## config.mk

```make
export PLATFORM = sky130hd
export DESIGN_NAME = nco_delta_corrector
export DESIGN_NICKNAME = d
export VERILOG_FILES = /design/src/rtl/ncc_pkg.sv /design/src/rtl/ncc_product.sv /design/src/rtl/ncc_serial_div.sv /design/src/rtl/ncc_result.sv /design/src/rtl/nco_delta_corrector.sv
export SDC_FILE = /design/constraint.sdc
export NUM_CORES = 2
export LEC_CHECK = 0
export BUFFER_PORTS_ARGS = -buffer_cell sky130_fd_sc_hd__clkbuf_2
export CORE_MARGIN = 10
export CORE_UTILIZATION = 35
export CTS_BUF_LIST = sky130_fd_sc_hd__clkbuf_8
export DETAILED_ROUTE_END_ITERATION = 16
export PLACE_DENSITY = 0.58
export SLEW_MARGIN = 20
export SYNTH_ARGS = -nofsm -noshare
export SYNTH_HDL_FRONTEND = slang
export SYNTH_SLANG_ARGS = --single-unit
```

## constraint.sdc

```tcl
create_clock -name clk_i -period 5.9 [get_ports clk_i]
set_input_delay 0.295 -clock clk_i [delete_from_list [all_inputs] [get_ports clk_i]]
set_output_delay 0.295 -clock clk_i [all_outputs]
set_load 0.02 [all_outputs]
```

## src/rtl/ncc_pkg.sv

```systemverilog
package ncc_pkg;
  localparam int unsigned CNT_W_DEF = 32;
  localparam int unsigned HI_W_DEF  = 32;
  localparam int unsigned INC_W_DEF = 64;
endpackage

```

## src/rtl/ncc_product.sv

```systemverilog
module ncc_product #(
  parameter int unsigned A_W = 32,
  parameter int unsigned B_W = 32,
  localparam int unsigned P_W = A_W + B_W
) (
  input  logic [A_W-1:0] a_i,
  input  logic [B_W-1:0] b_i,
  output logic [P_W-1:0] p_o
);
  always_comb p_o = P_W'(a_i) * P_W'(b_i);
endmodule

```

## src/rtl/ncc_serial_div.sv

```systemverilog
// Restoring divider, one quotient bit per clock, quotient shifts into the dividend register.
module ncc_serial_div #(
  parameter int unsigned N_W = 64,
  parameter int unsigned D_W = 32,
  localparam int unsigned STEP_W = $clog2(N_W) + 1
) (
  input  logic           clk_i,
  input  logic           rst_ni,
  input  logic           load_i,
  input  logic [N_W-1:0] dividend_i,
  input  logic [D_W-1:0] divisor_i,
  output logic           busy_o,
  output logic           last_o,
  output logic [N_W-1:0] quot_o
);
  logic              busy_q;
  logic [STEP_W-1:0] cnt_q;
  logic [D_W-1:0]    rem_q;
  logic [D_W-1:0]    div_q;
  logic [N_W-1:0]    num_q;

  logic [D_W:0]      rem_sh;
  logic [D_W:0]      rem_sub;
  logic              ge;
  logic [D_W-1:0]    rem_nx;
  logic [N_W-1:0]    num_nx;

  always_comb begin
    rem_sh  = {rem_q, num_q[N_W-1]};
    rem_sub = rem_sh - {1'b0, div_q};
    ge      = rem_sh >= {1'b0, div_q};
    rem_nx  = ge ? rem_sub[D_W-1:0] : rem_sh[D_W-1:0];
    num_nx  = {num_q[N_W-2:0], ge};
  end

  assign last_o = busy_q && (cnt_q == STEP_W'(N_W - 1));
  assign busy_o = busy_q;
  assign quot_o = num_nx;

  always_ff @(posedge clk_i or negedge rst_ni) begin
    if (!rst_ni) begin
      busy_q <= 1'b0;
      cnt_q  <= '0;
      rem_q  <= '0;
      div_q  <= '0;
      num_q  <= '0;
    end else if (busy_q) begin
      rem_q <= rem_nx;
      num_q <= num_nx;
      cnt_q <= cnt_q + 1'b1;
      if (last_o) busy_q <= 1'b0;
    end else if (load_i) begin
      busy_q <= 1'b1;
      cnt_q  <= '0;
      rem_q  <= '0;
      div_q  <= divisor_i;
      num_q  <= dividend_i;
    end
  end
endmodule

```

## src/rtl/ncc_result.sv

```systemverilog
module ncc_result #(
  parameter int unsigned Q_W   = 64,
  parameter int unsigned HI_W  = 32,
  parameter int unsigned INC_W = 64,
  localparam int unsigned LO_W = INC_W - HI_W
) (
  input  logic             clk_i,
  input  logic             rst_ni,
  input  logic             fin_i,
  input  logic             zero_i,
  input  logic [Q_W-1:0]   quot_i,
  output logic [INC_W-1:0] delta_o,
  output logic             done_o,
  output logic             err_o
);
  logic [HI_W-1:0] hi_sat;
  logic            ovf;

  generate
    if (Q_W > HI_W) begin : g_sat
      assign ovf = |quot_i[Q_W-1:HI_W];
    end else begin : g_nosat
      assign ovf = 1'b0;
    end
  endgenerate

  assign hi_sat = ovf ? {HI_W{1'b1}} : quot_i[HI_W-1:0];

  always_ff @(posedge clk_i or negedge rst_ni) begin
    if (!rst_ni) begin
      delta_o <= '0;
      done_o  <= 1'b0;
      err_o   <= 1'b0;
    end else begin
      done_o <= fin_i | zero_i;
      if (fin_i) begin
        delta_o <= {hi_sat, {LO_W{1'b0}}};
        err_o   <= 1'b0;
      end else if (zero_i) begin
        err_o <= 1'b1;
      end
    end
  end
endmodule

```

## src/rtl/nco_delta_corrector.sv

```systemverilog
module nco_delta_corrector #(
  parameter int unsigned CNT_W = ncc_pkg::CNT_W_DEF,
  parameter int unsigned HI_W  = ncc_pkg::HI_W_DEF,
  parameter int unsigned INC_W = ncc_pkg::INC_W_DEF,
  localparam int unsigned PROD_W = CNT_W + HI_W
) (
  input  logic             clk_i,
  input  logic             rst_ni,
  input  logic             start_i,
  input  logic [CNT_W-1:0] nominal_i,
  input  logic [CNT_W-1:0] measured_i,
  input  logic [HI_W-1:0]  delta_hi_i,
  output logic [INC_W-1:0] delta_o,
  output logic             done_o,
  output logic             err_o
);
  logic              busy;
  logic              last;
  logic              accept;
  logic              zero_hit;
  logic              load;
  logic [PROD_W-1:0] prod;
  logic [PROD_W-1:0] quot;

  assign accept   = start_i && !busy;
  assign zero_hit = accept && (measured_i == '0);
  assign load     = accept && (measured_i != '0);

  ncc_product #(.A_W(CNT_W), .B_W(HI_W)) u_prod (
    .a_i(nominal_i), .b_i(delta_hi_i), .p_o(prod)
  );

  ncc_serial_div #(.N_W(PROD_W), .D_W(CNT_W)) u_div (
    .clk_i(clk_i), .rst_ni(rst_ni), .load_i(load),
    .dividend_i(prod), .divisor_i(measured_i),
    .busy_o(busy), .last_o(last), .quot_o(quot)
  );

  ncc_result #(.Q_W(PROD_W), .HI_W(HI_W), .INC_W(INC_W)) u_res (
    .clk_i(clk_i), .rst_ni(rst_ni), .fin_i(last), .zero_i(zero_hit),
    .quot_i(quot), .delta_o(delta_o), .done_o(done_o), .err_o(err_o)
  );
endmodule

```

Yosys cells after proc, flatten, opt, wreduce, memory -nomap -nowiden
Cells that the tools add are included.
W data, S select, Z words.
- bits in registers: 170
- input bits: 99
- output and inout port bits: 66
- word-level logic and storage cells: 39
- add/subtract/negate cells: 2
- multiply operators: 1
- order comparisons: 1
- eq/ne operators: 1
- multiplexer cells: 13
- bitwise operators: 2
- reduce and logical (&&, ||, !) cells: 11
- operators with widths (cell ; number):
    $mux W32 ; 4
    $mux W64 ; 2
    $mul A32 B32 Y64 ; 1
    $ge A33 B32 Y1 ; 1
    $logic_not A32 Y1 ; 1
    $reduce_bool A32 Y1 ; 1
    $reduce_or A32 Y1 ; 1
    $sub A32 B32 Y32 ; 1
    $mux W7 ; 2
    $add A7 B1 Y7 const B ; 1
    $eq A7 B6 Y1 const B ; 1
    $mux W1 ; 5
    $logic_and A1 B1 Y1 ; 4
    $reduce_bool A2 Y1 ; 2
    $reduce_and A2 Y1 ; 1
    $logic_not A1 Y1 ; 1
    $not A1 Y1 ; 1
    $or A1 B1 Y1 ; 1

Depth between registers and ports, before layout
- depth after elaboration: 5
- mapped depth: 27
- gate-level depth less buffers: 25

Modules after synthesis
From an unflattened synthesis, not the netlist that was laid out.
- cells, all modules: 4844
- area, all modules: 43685.6 um^2
- by module, submodules not included (module ; instances ; cells each ; area each (um^2) ; seq. area each (um^2)):
    ncc_product ; 1 ; 3732 ; 33440.8 ; 0.0
    ncc_serial_div ; 1 ; 908 ; 8242.9 ; 3403.3
    ncc_result ; 1 ; 191 ; 1893.1 ; 850.8
    nco_delta_corrector ; 1 ; 13 ; 108.9 ; 0.0

Worst setup path before layout
OpenSTA, ideal clock, no wires.
- path kind: input-to-reg
- start: input nominal_i[31]
- end: register u_div.num_q[62]
- setup time: 0.095 ns
- arrival: 6.779 ns
- required time: 5.805 ns
- slack: -0.975 ns
- cell stages on the path: 25
- buffers on the path: 2
- cells stage by stage: clkbuf_1 nand2_1 fa_1 inv_1 fa_1 fa_1 inv_1 fa_1 inv_1 fa_1 fa_1 fa_1 inv_1 fa_1 inv_1 ha_1 clkbuf_1 and3_1 a221o_1 o21ai_0 a21oi_1 o211ai_1 a21oi_1 o31a_1 o31ai_1
- longest elaborated chain between the ends: 3
- ends and longest elaborated chain (item ; RTL line ; source):
    from (decl) ; nco_delta_corrector.sv:10 ; input logic [CNT_W-1:0] nominal_i,
    $mul A32 B32 Y64 ; ncc_product.sv:10 ; always_comb p_o = P_W'(a_i) * P_W'(b_i);
    $mux W64 ; ncc_serial_div.sv:52 ; end else if (load_i) begin
    $mux W64 ; ncc_serial_div.sv:47 ; end else if (busy_q) begin
    to (signal assigned) ; ncc_serial_div.sv:49 ; num_q <= num_nx;
    to (signal assigned) ; ncc_serial_div.sv:57 ; num_q <= dividend_i;
    to (decl) ; ncc_serial_div.sv:20 ; logic [N_W-1:0] num_q;
Every way passes these cells. The select of a mux whose other input is x is not followed.
A chain may end at the register's enable or synchronous reset.

Worst setup path after layout
- start: input nominal_i[14]
- end: register u_div.num_q[54]
Same word-level chain as after synthesis.

==> flow_summary_export.csv <==
group,metric,value,unit
final_layout,final_nets,6355,
worst_setup_path,crit_top_cell,"fa_1",
clock_tree,numCtsBuffers,17,
clock_tree,htree_levels,4,
timing,final-setup-viol-count,46,
worst_setup_path,slowest_stage,"fa_1",
worst_setup_path,worstSetupPathType,"primary input to flip-flop",
timing,report.final.slew_viol_count,0,
placed_design,place.gp.congestion,0.893,
clock_tree,cts_root_buf,"clkbuf_8",
floorplanning,start_util,0.353,
run_status,status,"finished, violations left",
logic_synthesis,syn_area,0.0424,mm²
final_layout,diodes,0,
logic_synthesis,synth_area_per_cell,9.10,µm²
timing,min_period,6930,ps
timing,rsz0062_at_grt,"yes",
global_route,grt_first_pass_wirelength,196000,µm
logic_synthesis,ys_ff_latch,170,
timing,skew,21.0,ps
detailed_routing,met3WireLength,4710,µm
floorplanning,core-area,0.120,mm²
worst_setup_path,critPathMaxFanout,6,
final_layout,finalInstanceArea,0.0510,mm²
logic_synthesis,synth_cell_types,80,
logic_synthesis,seq_area_frac_synth,0.100,
final_layout,fin_util,0.424,
worst_setup_path,critPathMaxStageDelay,550,ps
timing,slew_headroom,0.319,
detailed_routing,ant_nets,0,
hold_path,hp-class,"primary input to flip-flop",
placed_design,io_buffers,132,
logic_synthesis,synthTopCellsByArea,"fa_1, dfrtp_1, and2_1, ha_1, inv_1",
clock_tree,cts.sinks,170,
placed_design,hpwl,102000,µm
detailed_routing,dr.pass1.iters,6,
flow_run,maxCapViolations,0,
floorplanning,die_x,368,µm
detailed_routing,wl_met2,61500,µm
timing,fin_crit_sh,1.17,
clock_tree,clkTransAtPathRegs,110,ps
detailed_routing,drt_wl_total,122000,µm
detailed_routing,route.detailed.drc,0,
clock_tree,clk_latency,490,ps
placed_design,dpl_cell_area,0.0483,mm²
run_status,violations,"setup timing",
detailed_routing,drt-met1-wl,52800,µm
final_layout,areaGrowthSynthToFinish,20.2,%
detailed_routing,drt_iter0_drc,1758,
worst_setup_path,cp-start-kind,"primary input",
floorplanning,die_area,0.135,mm²
logic_synthesis,async_reset_ff_frac,1.00,
logic_synthesis,yosysTopAreaCell,"fa_1",
floorplanning,die_y,368,µm
logic_synthesis,ys_warn_count,0,
detailed_routing,via_count,32700,
floorplanning,io-pin-count,165,
final_layout,drive_gt1_frac,0.195,
worst_setup_path,critPathArrivalTime,7310,ps
global_route,grt_pass1_vias,35600,
worst_setup_path,worstPathRequired,6280,ps
global_route,grt_max_degree,76,
worst_setup_path,crit_buf_inv,9,
clock_tree,cts_max_path_buffers,2,
floorplanning,rows,127,
detailed_routing,wl_per_cell,18.3,µm
logic_synthesis,synth_top_cell_area_share,0.424,
timing,setup_ws,-1030,ps
timing,final_hold_viol_count,0,
global_route,track_usage,0.179,
global_route,antenna_found_initial,4,
detailed_routing,via_per_inst,4.90,
worst_setup_path,crit_family,"adder cells",
timing,worst_slew_pin_slew,1020,ps
worst_setup_path,cp-end-kind,"flip-flop",
logic_synthesis,yosysMostFrequentCell,"fa_1",
global_route,grt-ovfl-total,0,
timing,fmax,144,MHz
logic_synthesis,ys.flop_type,"dfrtp_1",
clock_tree,cts_tree,"yes",
logic_synthesis,synth_commonest_cells,"fa_1, inv_1, and2_1",
logic_synthesis,syn_inst,4659,
logic_synthesis,synth-edff-count,0,
detailed_routing,highest_layer,"met5",
==> state kept, by name (all words and copies together) (netlist names) <==
register	cells
u_div.cnt_q	7
u_div.div_q	32
u_res.delta_o	32
u_res.err_o	1
u_div.rem_q	32
u_div.busy_o	1
u_res.done_o	1
u_div.num_q	64
==> tightest hold or removal path, cell delays in order <==
cell and delay [ps]:
clkbuf_2 90, nand2_1 40, o21ai_0 60
==> per-stage QoR <==
step	cells	TNS, ps	hold WS (ps)	setup slack, ps
after floorplan	4690	-20190	-0.591	-798
after global placement	6589	-58590	262	-1620
after detailed placement	6590	-62350	262	-1700
after CTS	6649	-32160	1.54	-1070
after global routing	6687	-37180	16.8	-1160
final	6687	-30020	31.8	-1030
==> cell families (layout without fill, tap and decap cells) <==
kind of cell | after synthesis | in the layout | synth area share
simple gates | 1457 | 1457 | 0.175
compound gates | 551 | 551 | 0.0863
xor+xnor | 80 | 80 | 0.0165
flops | 170 | 170 | 0.100
other cells | 1 | 32 | 0.0000885
fa+ha+maj | 1193 | 1193 | 0.511
mux | 8 | 8 | 0.00192
buf+inv | 1199 | 1584 | 0.109
==> cell usage in the layout, fill, tap and decap left out, types with 12 or more instances in the layout <==
master and n:
inv_2 32, a21oi_2 26, o211ai_1 16, o21ai_0 73
clkbuf_2 105, a21oi_1 75, o22a_1 32, buf_6 51
and3_1 12, a22oi_1 55, fa_1 851, conb_1 32
buf_12 53, ha_4 26, nor3_1 14, a21o_1 52
inv_1 854, xnor2_1 36, nor4_1 22, nor2b_1 14
nand3_1 36, nand2_1 571, o21ai_2 12, xor2_1 30
ha_1 270, fa_2 46, a21oi_4 12, nand4_1 37
dfrtp_1 169, clkbuf_8 20, o21ai_1 60, and2_4 49
o21a_1 21, buf_4 419, and2_1 547, nor2_1 76
==> area by class of cell <==
cell class / instances / area [µm²]
Clock inverter: 14 / 185
Clock buffer: 17 / 234
Multi-Input combinational cell: 3321 / 35100
Fill cell: 11900 / 69200
Sequential cell: 170 / 4260
Inverter: 887 / 3330
Timing Repair Buffer: 666 / 5870
Tap cell: 1612 / 2020
==> layer usage <==
metal,track usage,vias to the layer above
met3,0.0194,159
met5,0,-
met1,0.233,16900
met4,0.0448,6
li1,-,15000
met2,0.315,677
==> timing repair <==
action	in CTS	in global routing
pin swaps	106	214
gates cloned	1	8
hold buffers	4	0
setup endpoints to repair	48	50
buffers inserted	23	35
endpoints found under the hold margin	50	0
gates resized for setup	154	248
==> worst paths after layout <==
kind	startpoint	endpoint	slack (ps)	cells after the start
min in group asynchronous	rst_ni	u_div.div_q[23]$_DFFE_PN0P_	290	2
setup reg to reg	u_div.div_q[1]$_DFFE_PN0P_	u_div.rem_q[13]$_DFFE_PN0P_	2430	12
hold reg to reg	u_div.cnt_q[5]$_DFFE_PN0P_	u_div.cnt_q[5]$_DFFE_PN0P_	500	1
max in group asynchronous	rst_ni	u_div.busy_o$_DFF_PN0_	4300	3
hold / removal	measured_i[24]	u_div.div_q[24]$_DFFE_PN0P_	30	3
setup / recovery	nominal_i[14]	u_div.num_q[54]$_DFFE_PN0P_	-1030	27
Power is left out: the tool's default activity adds up to more than one toggle a clock period on the data nets, which glitch-free logic cannot reach.
